$ cat config.mk
export PLATFORM = sky130hd
export DESIGN_NAME = uart_flow_status
export DESIGN_NICKNAME = d
export VERILOG_FILES = /design/src/rtl/uart_cs_pkg.sv /design/src/rtl/ucs_err_flags.sv /design/src/rtl/ucs_rts_pacer.sv /design/src/rtl/ucs_tx_ctl.sv /design/src/rtl/uart_flow_status.sv
export SDC_FILE = /design/constraint.sdc
export NUM_CORES = 1
export LEC_CHECK = 0
export ABC_AREA = 1
export BUFFER_PORTS_ARGS = -buffer_cell sky130_fd_sc_hd__buf_2
export CORE_MARGIN = 2
export CORE_UTILIZATION = 34
export DETAILED_ROUTE_END_ITERATION = 16
export GPL_ROUTABILITY_DRIVEN = 1
export GPL_TIMING_DRIVEN = 0
export PLACE_DENSITY = 0.59
export SLEW_MARGIN = 20
export SYNTH_ARGS = -nofsm -noshare
export SYNTH_HDL_FRONTEND = slang
export SYNTH_HIERARCHICAL = 1
export SYNTH_SLANG_ARGS = --single-unit
$ cat constraint.sdc
create_clock -name clk -period 1.7 [get_ports clk]
set_input_delay 0.17 -clock clk [delete_from_list [all_inputs] [get_ports clk]]
set_output_delay 0.17 -clock clk [all_outputs]
set_load 0.02 [all_outputs]
$ cat src/rtl/uart_cs_pkg.sv
package uart_cs_pkg;
  localparam int A_STATUS = 0;
  localparam int A_CTRL   = 1;
  localparam int A_IRQ    = 2;
  localparam int A_RTS    = 3;
  localparam int A_TXBUF  = 4;
  localparam int C_TX_EN   = 0;
  localparam int C_CTS     = 1;
  localparam int C_SEL     = 2;
  localparam int C_IRQ_EN  = 3;
  localparam int C_TX_INIT = 4;
  localparam int C_RX_INIT = 5;
  localparam int N_ERR     = 3;
endpackage

$ cat src/rtl/ucs_err_flags.sv
module ucs_err_flags
  import uart_cs_pkg::*;
(
  input  logic             clk,
  input  logic             rst,
  input  logic             clr,
  input  logic [N_ERR-1:0] set,
  output logic [N_ERR-1:0] err,
  output logic             any_err
);
  always_ff @(posedge clk) begin
    if (rst) begin
      err     <= '0;
      any_err <= 1'b0;
    end else begin
      err     <= (err & {N_ERR{~clr}}) | set;
      any_err <= (any_err & ~clr) | (|set);
    end
  end

  AST_ANY_MATCHES: assert property (@(posedge clk) disable iff (rst)
    any_err == (|err));
  AST_READ_CLEARS: assert property (@(posedge clk) disable iff (rst)
    (clr && set == '0) |=> (err == '0 && !any_err));
  AST_FLAG_STICKY: assert property (@(posedge clk) disable iff (rst)
    (!clr && err[0]) |=> err[0]);
endmodule

$ cat src/rtl/ucs_rts_pacer.sv
module ucs_rts_pacer #(
  parameter int              CNT_W     = 8,
  parameter logic [CNT_W-1:0] RELOAD_RST = 8'h80
) (
  input  logic             clk,
  input  logic             rst,
  input  logic             wr_reload,
  input  logic [CNT_W-1:0] wdata,
  input  logic             rx_init,
  input  logic             rx_start,
  input  logic             rx_stop,
  input  logic             bit_tick,
  output logic             rts,
  output logic [CNT_W-1:0] reload
);
  logic [CNT_W-1:0] cnt_q;
  logic             in_frame_q;
  logic             count_now;

  assign count_now = rts && bit_tick && !in_frame_q && !rx_start;

  always_ff @(posedge clk) begin
    if (rst) begin
      reload     <= RELOAD_RST;
      cnt_q      <= '0;
      in_frame_q <= 1'b0;
      rts        <= 1'b0;
    end else if (rx_init) begin
      reload     <= RELOAD_RST;
      cnt_q      <= '0;
      in_frame_q <= 1'b0;
      rts        <= 1'b0;
    end else begin
      if (wr_reload) reload <= wdata;
      if (rx_start)     in_frame_q <= 1'b1;
      else if (rx_stop) in_frame_q <= 1'b0;
      if (!rts && rx_stop) begin
        rts   <= 1'b1;
        cnt_q <= reload;
      end else if (count_now) begin
        if (cnt_q <= CNT_W'(1)) begin
          rts   <= 1'b0;
          cnt_q <= '0;
        end else begin
          cnt_q <= cnt_q - CNT_W'(1);
        end
      end
    end
  end

  AST_RTS_FROZEN: assert property (@(posedge clk) disable iff (rst)
    (rts && in_frame_q && !rx_init) |=> (rts && $stable(cnt_q)));
  AST_RTS_STAYS_LOW: assert property (@(posedge clk) disable iff (rst)
    (!rts && !rx_stop) |=> !rts);
  AST_RX_INIT_RELOAD: assert property (@(posedge clk) disable iff (rst)
    rx_init |=> (reload == RELOAD_RST && !rts));
endmodule

$ cat src/rtl/ucs_tx_ctl.sv
module ucs_tx_ctl
  import uart_cs_pkg::*;
#(
  parameter int DATA_W = 8
) (
  input  logic              clk,
  input  logic              rst,
  input  logic              wr_ctrl,
  input  logic              wr_buf,
  input  logic              wr_irq,
  input  logic [DATA_W-1:0] wdata,
  input  logic              tx_init,
  input  logic              cts_n,
  input  logic              stop_end,
  output logic              tx_en,
  output logic              cts_gate,
  output logic              irq_sel,
  output logic              irq_en,
  output logic              empty,
  output logic              done,
  output logic              req,
  output logic              irq,
  output logic              tx_load,
  output logic [DATA_W-1:0] tx_data
);
  logic              busy_q;
  logic [DATA_W-1:0] buf_q;
  logic              do_xfer, empty_d, done_d, en_set, req_set;

  always_comb begin
    do_xfer = !tx_init && tx_en && !empty && !busy_q && (!cts_gate || !cts_n);
    empty_d = tx_init ? 1'b1 : wr_buf ? 1'b0 : do_xfer ? 1'b1 : empty;
    done_d  = tx_init ? 1'b1 : do_xfer ? 1'b0 :
              (stop_end && empty && !wr_buf) ? 1'b1 : done;
    en_set  = wr_ctrl && wdata[C_TX_EN] && !tx_en &&
              (wdata[C_SEL] ? done : empty);
    req_set = tx_init || en_set ||
              (irq_sel ? (done_d && !done) : (empty_d && !empty));
  end

  always_ff @(posedge clk) begin
    if (rst) begin
      tx_en    <= 1'b0;
      cts_gate <= 1'b0;
      irq_sel  <= 1'b0;
      irq_en   <= 1'b0;
      busy_q   <= 1'b0;
      empty    <= 1'b1;
      done     <= 1'b1;
      req      <= 1'b0;
      tx_load  <= 1'b0;
      buf_q    <= '0;
      tx_data  <= '0;
    end else begin
      if (wr_ctrl) begin
        tx_en    <= wdata[C_TX_EN];
        cts_gate <= wdata[C_CTS];
        irq_sel  <= wdata[C_SEL];
        irq_en   <= wdata[C_IRQ_EN];
      end
      if (wr_buf) buf_q <= wdata;
      empty   <= empty_d;
      done    <= done_d;
      tx_load <= do_xfer;
      if (do_xfer) tx_data <= buf_q;
      if (tx_init)       busy_q <= 1'b0;
      else if (do_xfer)  busy_q <= 1'b1;
      else if (stop_end) busy_q <= 1'b0;
      if (req_set)                        req <= 1'b1;
      else if (wr_irq && !wdata[0])       req <= 1'b0;
    end
  end

  assign irq = req & irq_en;

  AST_CTS_HOLD: assert property (@(posedge clk) disable iff (rst)
    tx_load |-> $past(!cts_gate || !cts_n));
  AST_LOAD_PULSE: assert property (@(posedge clk) disable iff (rst)
    tx_load |-> (empty || $past(wr_buf)));
  AST_INIT_FLAGS: assert property (@(posedge clk) disable iff (rst)
    tx_init |=> (empty && done && req));
  AST_DONE_ONLY_EMPTY: assert property (@(posedge clk) disable iff (rst)
    (!done && !tx_init) |=> (!done || $past(empty)));
endmodule

$ cat src/rtl/uart_flow_status.sv
module uart_flow_status
  import uart_cs_pkg::*;
#(
  parameter int DATA_W = 8,
  parameter int ADDR_W = 3,
  parameter int RTS_W  = 8
) (
  input  logic              clk,
  input  logic              rst,
  input  logic              rd_en,
  input  logic              wr_en,
  input  logic [ADDR_W-1:0] addr,
  input  logic [DATA_W-1:0] wdata,
  output logic [DATA_W-1:0] rdata,
  input  logic              cts_n,
  output logic              rts,
  input  logic              rx_start,
  input  logic              rx_stop,
  input  logic              rx_par_err,
  input  logic              rx_frm_err,
  input  logic              rx_ovr_err,
  input  logic              bit_tick,
  output logic              tx_load,
  output logic [DATA_W-1:0] tx_data,
  input  logic              tx_stop_end,
  output logic              irq
);
  localparam logic [RTS_W-1:0] RELOAD_RST = RTS_W'(8'h80);

  logic wr_ctrl, wr_buf, wr_irq, wr_rts, rd_stat, tx_init, rx_init;
  logic [N_ERR-1:0] err;
  logic any_err, tx_en, cts_gate, irq_sel, irq_en, empty, done, req;
  logic [RTS_W-1:0] reload;

  assign wr_ctrl = wr_en && addr == ADDR_W'(A_CTRL);
  assign wr_buf  = wr_en && addr == ADDR_W'(A_TXBUF);
  assign wr_irq  = wr_en && addr == ADDR_W'(A_IRQ);
  assign wr_rts  = wr_en && addr == ADDR_W'(A_RTS);
  assign rd_stat = rd_en && addr == ADDR_W'(A_STATUS);
  assign tx_init = wr_ctrl && wdata[C_TX_INIT];
  assign rx_init = wr_ctrl && wdata[C_RX_INIT];

  ucs_err_flags u_err (
    .clk(clk), .rst(rst), .clr(rd_stat || tx_init),
    .set({rx_ovr_err, rx_frm_err, rx_par_err}),
    .err(err), .any_err(any_err)
  );

  ucs_tx_ctl #(.DATA_W(DATA_W)) u_tx (
    .clk(clk), .rst(rst), .wr_ctrl(wr_ctrl), .wr_buf(wr_buf),
    .wr_irq(wr_irq), .wdata(wdata), .tx_init(tx_init), .cts_n(cts_n),
    .stop_end(tx_stop_end), .tx_en(tx_en), .cts_gate(cts_gate),
    .irq_sel(irq_sel), .irq_en(irq_en), .empty(empty), .done(done),
    .req(req), .irq(irq), .tx_load(tx_load), .tx_data(tx_data)
  );

  ucs_rts_pacer #(.CNT_W(RTS_W), .RELOAD_RST(RELOAD_RST)) u_rts (
    .clk(clk), .rst(rst), .wr_reload(wr_rts), .wdata(wdata[RTS_W-1:0]),
    .rx_init(rx_init), .rx_start(rx_start), .rx_stop(rx_stop),
    .bit_tick(bit_tick), .rts(rts), .reload(reload)
  );

  always_ff @(posedge clk) begin
    if (rst) begin
      rdata <= '0;
    end else if (rd_en) begin
      case (addr)
        ADDR_W'(A_STATUS): rdata <= DATA_W'({done, empty, any_err, err});
        ADDR_W'(A_CTRL):   rdata <= DATA_W'({irq_en, irq_sel, cts_gate, tx_en});
        ADDR_W'(A_IRQ):    rdata <= DATA_W'(req);
        ADDR_W'(A_RTS):    rdata <= DATA_W'(reload);
        default:           rdata <= '0;
      endcase
    end
  end

  AST_IRQ_MASK: assert property (@(posedge clk) disable iff (rst)
    !irq_en |-> !irq);
endmodule

# [Word level (Yosys, flattened, before mapping)]
# Cells that the tools add are included.
[op_classes] n_lt_le_gt_ge=1 n_eq_ne=4 mux=21 addsub=1 reduce_logical=49 n_bitwise=6
[ops] op="$pmux 8 s4" count=1
[ops] op="$mux 8" count=3
[ops] op="$logic_and 1x1->1" count=23
[ops] op="$mux 1" count=17
[ops] op="$logic_not 1->1" count=12
[ops] op="$reduce_bool 2->1" count=5
[ops] op="$le 8x1->1 const B" count=1
[ops] op="$sub 8x1->8 const B" count=1
[ops] op="$eq 3x2->1 const B" count=2
[ops] op="$logic_or 1x1->1" count=4
[ops] op="$reduce_or 2->1" count=2
[ops] op="$and 3x3->3" count=1
[ops] op="$eq 3x1->1 const B" count=1
[ops] op="$eq 3x3->1 const B" count=1
[ops] op="$logic_not 3->1" count=1
[ops] op="$or 3x3->3" count=1
[ops] op="$reduce_or 3->1" count=1
[ops] op="$and 1x1->1" count=2
[ops] op="$reduce_and 2->1" count=1
[ops] op="$not 1->1" count=1
[ops] op="$or 1x1->1" count=1
[word_totals] output_inout_bits=19 word_cells=100 regBits=55

# [Depth between registers and ports, before layout]
# Gate-level depths: netlist of run 1.
[logic_depth] depth_word=15 mapped_depth=11 ltp_nobuf=11

# [Modules after synthesis]
# The synthesis of run 1 kept the hierarchy.
[modules_own_cells] module="ucs_rts_pacer" area_each_um2=960.9 instances=1 cells_each=145 seq_area_each_um2=360.3
[modules_own_cells] module="ucs_tx_ctl" area_each_um2=957.2 instances=1 cells_each=133 seq_area_each_um2=500.5
[modules_own_cells] module="uart_flow_status" area_each_um2=485.5 instances=1 cells_each=84 seq_area_each_um2=160.2
[modules_own_cells] module="ucs_err_flags" area_each_um2=137.6 instances=1 cells_each=18 seq_area_each_um2=80.1

# [Worst setup path before layout of run 1]
# OpenSTA, ideal clock, no wires.
[synth_timing] kind="input port to flip-flop" from="input addr[1]" to="register u_tx.empty" required_time_ps=1581 stages=9 arrival_ps=1192 path_buffers=1 slack_ps=389 cell_sequence="nor3_2 > nand2_1 > nor2_1 > nor2_1 > nand2_1 > nor2_2 > buf_6 > o21ai_0 > nand2_1"
[synth_via] elab_chain_cells=11 elab_cells_between_ends=13 classes_between="2 x eq/ne; 3 x mux; 8 x reduce/logical"
[synth_lines] item="start: declaration" line_no="uart_flow_status.sv:12" text="input logic [ADDR_W-1:0] addr,"
[synth_lines] item="$eq 3x1->1 *" line_no="uart_flow_status.sv:35" text="assign wr_ctrl = wr_en && addr == ADDR_W'(A_CTRL);"
[synth_lines] item="$logic_and 1x1->1 *" line_no="uart_flow_status.sv:35"
[synth_lines] item="$logic_and 1x1->1 *" line_no="uart_flow_status.sv:40" text="assign tx_init = wr_ctrl && wdata[C_TX_INIT];"
[synth_lines] item="net tx_init" line_no="uart_flow_status.sv:30" text="logic wr_ctrl, wr_buf, wr_irq, wr_rts, rd_stat, tx_init, rx_init;"
[synth_lines] item="$logic_not 1->1" line_no="ucs_tx_ctl.sv:31" text="do_xfer = !tx_init && tx_en && !empty && !busy_q && (!cts_gate || !cts_n);"
[synth_lines] item="$logic_and 1x1->1 (4 in series)" line_no="ucs_tx_ctl.sv:31"
[synth_lines] item="$mux 1 (2 in series)" line_no="ucs_tx_ctl.sv:32" text="empty_d = tx_init ? 1'b1 : wr_buf ? 1'b0 : do_xfer ? 1'b1 : empty;"
[synth_lines] item="$mux 1 *" line_no="ucs_tx_ctl.sv:32"
[synth_lines] item="end signal: assignment" line_no="ucs_tx_ctl.sv:62" text="empty <= empty_d;"
[synth_lines] item="end: declaration" line_no="ucs_tx_ctl.sv:19" text="output logic empty,"
# The timed path passes the listed nets; every way through them passes the cells marked *.
# A chain may end at the register's enable or synchronous reset.

# [Worst setup path after layout of run 1]
[layout_timing] from="register u_rts.cnt_q[0]" to="register u_rts.cnt_q[7]"
[layout_via] elab_chain_cells=4 elab_cells_between_ends=5 classes_between="1 x add/sub; 1 x order compare; 3 x mux"
[layout_lines] item="start: declaration" line_no="ucs_rts_pacer.sv:16" text="logic [CNT_W-1:0] cnt_q;"
[layout_lines] item="start signal: assignment" line_no="ucs_rts_pacer.sv:39" text="cnt_q <= reload;"
[layout_lines] item="start signal: assignment" line_no="ucs_rts_pacer.sv:45" text="cnt_q <= cnt_q - CNT_W'(1);"
[layout_lines] item="$sub 8x1->8 / $le 8x1->1 (equally long branches)" line_no="ucs_rts_pacer.sv:45, ucs_rts_pacer.sv:41"
[layout_lines] item="$mux 8 *" line_no="ucs_rts_pacer.sv:41" text="if (cnt_q <= CNT_W'(1)) begin"
[layout_lines] item="$mux 8 *" line_no="ucs_rts_pacer.sv:40" text="end else if (count_now) begin"
[layout_lines] item="$mux 8 *" line_no="ucs_rts_pacer.sv:37" text="if (!rts && rx_stop) begin"
# Mark *: on every way between the ends. The rest lies on a longest branch, timed or not. The select of a mux whose other input is x is not followed.

==> flow_summary.json, run 1 <==
{
  "cts.hold.buffers_added": 0,
  "pwr-share-seq_pct": 55.9,
  "grt_use_total_pct": 15.03,
  "dieArea_um2": 8181,
  "fin_area_um2": 2965,
  "io_pins": 42,
  "ys_warn_count": 6,
  "rrSetupSlack_ns": 0.18,
  "crit_buf_inv": 2,
  "clock_path_buffers": 2,
  "detail_route.wirelength_um": 5959,
  "die_h_um": 90.45,
  "cpPeakStageDelay_ns": 0.37,
  "initialDrtViolationCount": 88,
  "cp_cell_sequence": "inv_1 > ha_1 > inv_1 > nand2_1 > nand2_1 > nor2_2 > nor2_2 > nand3_1 > a21oi_1",
  "cellInternalPower_mw": 1.777,
  "use_met3_pct": 3.255,
  "cts-root-buf": "clkbuf_8",
  "ys_seq_elements": 55,
  "power_density_nw_per_um2": 823.9,
  "leakage_nw": 1.394,
  "rsz0062_at_grt": "false",
  "regArea_um2": 1101,
  "holdCritStartpoint": "rx_start",
  "use_met1_pct": 20.69,
  "reg2reg_to": "u_rts/cnt_q[7]",
  "drtAntennaViolNets": 0,
  "layout-area-overhead-vs-synth_pct": 16.69,
  "yosysUniqueCellTypes": 29,
  "clock-sinks": 55,
  "drive_gt1_share_pct": 16.08,
  "drc": 0,
  "p_sw_share_pct": 27.27,
  "required_ns": 1.93,
  "cp_max_fo": 6,
  "worst_setup_path_start_kind": "register",
  "busiest_layer": "met2",
  "grt_overflow": 0,
  "syn-cell-area_um2": 2541,
  "routedWlPerCell_um": 11.29,
  "hold_depth": 3,
  "use_met2_pct": 23.81,
  "holdPathEnd": "u_rts/in_frame_q",
  "avgSynthCellArea_um2": 6.687,
  "worstPathArrival_ns": 1.76,
  "port_buffers": 41,
  "comb_power_share_pct": 12.7,
  "place_area_um2": 2870,
  "row_count": 31,
  "cts_tree": "built",
  "grt_max_degree": 18,
  "dp_hpwl_um": 4491,
  "setup_ws_ns": 0.1785,
  "ys.flop_type": "dfxtp_1",
  "crit_slowest_cell": "dfxtp_1",
  "multiInputGateArea_um2": 1177,
  "cp-end-kind": "register",
  "syn_inst": 380,
  "vias": 2421,
  "diodes": 0,
  "cp_top_family": "simple AND/OR/NAND/NOR gates",
  "antenna_found_initial": 0,
  "post_cts_buffers": 0,
  "first_pass_iters": 4,
  "cts-buffers-inserted": 5,
  "final_nets": 453,
  "initial_core_util_pct": 35.04,
  "ctsResizeCount": 0,
  "via_per_inst": 4.585,
  "grt_pass1_vias": 2304,
  "synth-async-reset-ratio_pct": 0,
  "ir_drop_uv": 339.9,
  "layout_commonest_cell": "nand2_1",
  "h-tree-depth": 2,
  "die_x_um": 90.45,
  "ys_seq_area_share_pct": 43.33,
  "syn-num-nets": 405,
  "fillers": 809,
  "grt_pass1_wl_um": 10200,
  "setup_violations": 0,
  "r2r-start": "u_rts/cnt_q[0]",
  "slew_violations": 0,
  "gp_congestion": 0.8310,
  "final_cell_mix": "nand2_1 (92), nor2_1 (62), dfxtp_1 (55)",
  "slew_headroom_pct": 66.14,
  "fin_crit_ns": 1.521,
  "timing.final.crit_share_pct": 89.50,
  "synth_edf_count": 0,
  "tightest_slew_ns": 0.5079,
  "pre_cts_slack_ns": -0.09303,
  "coreArea_um2": 7253,
  "clkPwrFrac_pct": 31.5,
  "worstSetupPathType": "reg -> reg",
  "switching_power_mw": 0.6664,
  "finalHoldViolations": 0,
  "fmax_mhz": 657.3,
  "clock_latency_ns": 0.31,
  "clk_pin_slew_worst_paths_ns": 0.10,
  "final_util_pct": 40.88,
  "max-cap-violations": 0,
  "skew_ns": 0.006041,
  "ff2ff_path_depth": 9,
  "status": "complete, no violations",
  "hold_class": "in -> reg"
}
worst register-to-register path, cell delays in order (launching register included):
cell,delay (ns)
dfxtp_1,0.37
inv_1,0.09
ha_1,0.26
inv_1,0.07
nand2_1,0.05
nand2_1,0.07
nor2_2,0.06
nor2_2,0.24
nand3_1,0.11
a21oi_1,0.14
kinds of logic after synthesis:
family | after synthesis | share of synthesized area, %
AND/OR/NAND/NOR | 194 | 31.81
adder cells (fa/ha/maj) | 2 | 0.9846
XOR/XNOR | 2 | 0.6894
buffers and inverters | 64 | 10.34
AO/OA/AOI/OAI | 63 | 12.85
flip-flops | 55 | 43.33
flip-flops by register name, indices dropped and copies added (netlist names), 3 cells and up:
register and flops:
u_rts/cnt_q 8, u_err/err 3, u_tx/buf_q 8, rdata 8
u_rts/reload 8, u_tx/tx_data 8
worst max path at each step:
stage	from	endpoint	slack, ns	cells after the start
global route	u_rts/cnt_q[0]	u_rts/cnt_q[6]	0.06	9
finish	u_rts/cnt_q[0]	u_rts/cnt_q[7]	0.18	9
global placement	addr[1]	u_rts/in_frame_q	-0.08	8
floorplan	addr[1]	u_tx/empty	0.39	9
CTS	u_rts/cnt_q[0]	u_rts/cnt_q[7]	0.18	9
detailed placement	addr[1]	u_rts/in_frame_q	-0.09	8
area by class of cell:
class	count	share of cell area (%)
clock buffers	7	2.911
plain buffers	9	1.857
clock inverters	1	0.2954
flip-flops and latches	55	37.13
repair buffers	41	6.920
well taps	99	4.177
multi-input cells	261	39.70
inverters	55	7.004
power groups by stage:
| stage | sequential, mW | clock (mW) | combinational [mW] |
|---|---|---|---|
| 6_report | 1.36 | 0.768 | 0.310 |
| 5_1_grt | 1.37 | 0.836 | 0.356 |
| 3_3_place_gp | 1.39 | 0 | 0.306 |
| 2_1_floorplan | 1.40 | 0 | 0.205 |
| 3_5_place_dp | 1.39 | 0 | 0.309 |
| 4_1_cts | 1.37 | 0.796 | 0.311 |
Yosys cell counts, types with 2 or more instances:
library cell	n	area, um^2
a21oi_1	33	165.2
buf_2	2	10.01
buf_6	2	22.52
clkbuf_1	3	11.26
clkinv_1	2	7.510
dfxtp_1	55	1101
ha_1	2	25.02
inv_1	47	176.4
inv_2	5	18.77
nand2_1	92	345.3
nand3_1	29	145.1
nor2_1	62	232.7
nor2_2	4	25.02
o21ai_0	26	130.1
o21ai_2	2	17.52
per-layer routing:
| metal | wire length, um | part of all wire [%] |
|---|---|---|
| met5 | 0 | 0 |
| met4 | 44 | 0.74 |
| met3 | 277 | 4.6 |
| met2 | 2589 | 43 |
| met1 | 3047 | 51 |
stage by stage:
stage | hold slack, ns | instances | power [mW] | setup TNS (ns)
floorplan | 0.2391 | 380 | 1.600 | 0
global placement | 0.3914 | 520 | 1.700 | -0.8672
detailed placement | 0.3986 | 520 | 1.704 | -1.017
CTS | 0.07095 | 528 | 2.471 | 0
global route | 0.09333 | 528 | 2.563 | 0
finish | 0.07805 | 528 | 2.443 | 0
(Power assumes the default switching activity.)
==> run 2, diff against run 1 <==
--- a/config.mk
+++ b/config.mk
@@ -5,7 +5,6 @@
 export SDC_FILE = /design/constraint.sdc
 export NUM_CORES = 1
 export LEC_CHECK = 0
-export ABC_AREA = 1
 export BUFFER_PORTS_ARGS = -buffer_cell sky130_fd_sc_hd__buf_2
 export CORE_MARGIN = 2
 export CORE_UTILIZATION = 34
==> flow_summary.json, run 2 <==
{
  "dieArea_um2": 8155,
  "initialDrtViolationCount": 97,
  "pre_cts_slack_ns": -0.3109,
  "grt_max_degree": 20,
  "switching_power_mw": 0.6264,
  "crit_cells": 5,
  "avgSynthCellArea_um2": 9.012,
  "layout_commonest_cell": "dfxtp_1",
  "tightest_slew_ns": 0.5621,
  "comb_power_share_pct": 10.6,
  "grt_use_total_pct": 15.08,
  "synth_top_area_cell": "dfxtp_1",
  "worst_setup_path_start_kind": "register",
  "final_cell_mix": "dfxtp_1 (52), buf_2 (44), nor2_1 (34)",
  "wl_met3_um": 212,
  "syn_inst": 281,
  "drtAntennaViolNets": 0,
  "cp_top_family": "compound AO/OA/AOI/OAI gates",
  "finalHoldViolations": 0,
  "worstPathArrival_ns": 1.83,
  "power_density_nw_per_um2": 827.5,
  "cp-end-kind": "register",
  "grt_pass1_vias": 2091,
  "io_pins": 42,
  "cts_tree": "built",
  "dp_hpwl_um": 4435,
  "synth-async-reset-ratio_pct": 0,
  "met1_length_um": 3068,
  "rrSetupSlack_ns": 0.07,
  "clock_latency_ns": 0.31,
  "top_layer": "met4",
  "first_pass_iters": 4,
  "pwr-share-seq_pct": 54.0,
  "initial_core_util_pct": 35.10,
  "finalNonFillerCells": 429,
  "synth_edf_count": 0,
  "routedWlPerCell_um": 14.14,
  "yosysMostFrequentCell": "dfxtp_1",
  "slew_headroom_pct": 62.53,
  "clock-sinks": 55,
  "cts.hold.buffers_added": 0,
  "detail_route.wirelength_um": 6068,
  "setup_ws_ns": 0.07431,
  "cp_cell_sequence": "or3_4 > o41ai_4 > buf_4 > o22a_1 > nor2_1",
  "hold_class": "in -> reg",
  "clk_pin_slew_worst_paths_ns": 0.10,
  "crit_buf_inv": 1,
  "diodes": 0,
  "clock_path_buffers": 2,
  "ys.flop_type": "dfxtp_1",
  "layout-area-overhead-vs-synth_pct": 19.32,
  "row_count": 31,
  "gp_congestion": 0.8709,
  "syn-num-nets": 306,
  "ys_seq_area_share_pct": 43.48,
  "h-tree-depth": 2,
  "ir_drop_uv": 381.2,
  "crit_slowest_cell": "or3_4",
  "fmax_mhz": 615.1,
  "fin_crit_ns": 1.626,
  "grt_overflow": 0,
  "grt_pass1_wl_um": 10060,
  "syn-cell-area_um2": 2532,
  "final_nets": 354,
  "cellInternalPower_mw": 1.874,
  "holdCritStartpoint": "rx_start",
  "reg2reg_to": "u_rts/cnt_q[1]",
  "route.met2.wl_um": 2737,
  "drive_gt1_share_pct": 22.42,
  "setup_violations": 0,
  "hold_depth": 3,
  "netlist.area_leader.share_pct": 43.48,
  "synth_common_cells": "dfxtp_1 (55), nor2_1 (35), a21oi_1 (24)",
  "fin_setup_tns_ns": 0,
  "drc": 0,
  "die_x_um": 90.31,
  "ff2ff_path_depth": 5,
  "skew_ns": 0.004168,
  "ys_seq_elements": 55,
  "port_buffers": 40,
  "synth_area_leaders": "dfxtp_1 (43%), mux2i_1 (9.1%), nor2_1 (5.2%)",
  "cpPeakStageDelay_ns": 0.43,
  "yosysUniqueCellTypes": 51,
  "die_h_um": 90.31,
  "vias": 2144,
  "slew_violations": 0,
  "cts-root-buf": "clkbuf_8",
  "dp.cells": 420,
  "r2r-start": "u_rts/cnt_q[2]",
  "via_per_inst": 4.998,
  "leakage_nw": 1.172,
  "coreArea_um2": 7214,
  "worstSetupPathType": "reg -> reg",
  "clkPwrFrac_pct": 35.3,
  "cp_max_fo": 7,
  "cts-buffers-inserted": 5,
  "power.total_mw": 2.500,
  "max-cap-violations": 0,
  "required_ns": 1.90,
  "rsz0062_at_grt": "false",
  "status": "complete, no violations",
  "holdPathEnd": "u_rts/in_frame_q",
  "p_sw_share_pct": 25.05,
  "ys_warn_count": 6,
  "timing.final.crit_share_pct": 95.63,
  "antenna_found_initial": 0
}
## run 2: final cells by class
cell class	count	area (um^2)
well taps	99	123.9
plain buffers	18	107.6
fillers	765	4193
clock inverters	3	43.79
multi-input cells	201	1339
clock buffers	5	68.82
repair buffers	41	207.7
inverters	7	26.28
flip-flops and latches	55	1105
## run 2: tightest hold or removal path, cell delays in order
cell     delay [ns]
buf_2          0.09
a21oi_1        0.04
nor2_1         0.07
## run 2: power by group through the flow
stage	registers, mW	clock network (mW)	logic (mW)
global placement	1.38	0	0.258
CTS	1.35	0.910	0.266
detailed placement	1.38	0	0.259
floorplan	1.38	0	0.168
global route	1.36	0.964	0.293
finish	1.35	0.883	0.266
## run 2: worst max path at each step
| stage | start | to |
|---|---|---|
| after floorplan | addr[0] | u_tx/req |
| after global routing | u_rts/cnt_q[0] | u_rts/cnt_q[2] |
| final | u_rts/cnt_q[2] | u_rts/cnt_q[1] |
| after CTS | addr[2] | u_rts/reload[3] |
| after detailed placement | addr[2] | u_rts/reload[4] |
| after global placement | addr[2] | u_rts/reload[3] |
## run 2: what timing repair did
action,CTS,global route
endpoints found under the setup margin,3,14
buffers inserted,1,0
pin swaps,1,2
resized for setup,3,5
## run 2: through the flow
stage / hold WS [ns] / area (um^2) / utilization (%)
finish: 0.09510 / 3022 / 41.88
detailed placement: 0.4178 / 2884 / 39.98
global placement: 0.4042 / 2884 / 39.98
CTS: 0.08614 / 3017 / 41.81
floorplan: 0.2333 / 2560 / -
global route: 0.09963 / 3022 / 41.88
## run 2: logic make-up after synthesis
family                   Yosys count  synth area share [%]
multiplexers                      24                 9.980
adder cells (fa/ha/maj)            2                0.9880
AND/OR/NAND/NOR                  115                 25.15
AO/OA/AOI/OAI                     60                 15.81
flip-flops                        55                 43.48
buffers and inverters             25                 4.595
## run 2: routing by layer
metal	vias to the layer above	global-route usage [%]
met2	44	24.12
li1	1092	-
met5	-	0
met1	1004	20.67
met3	4	2.838
met4	0	4.615
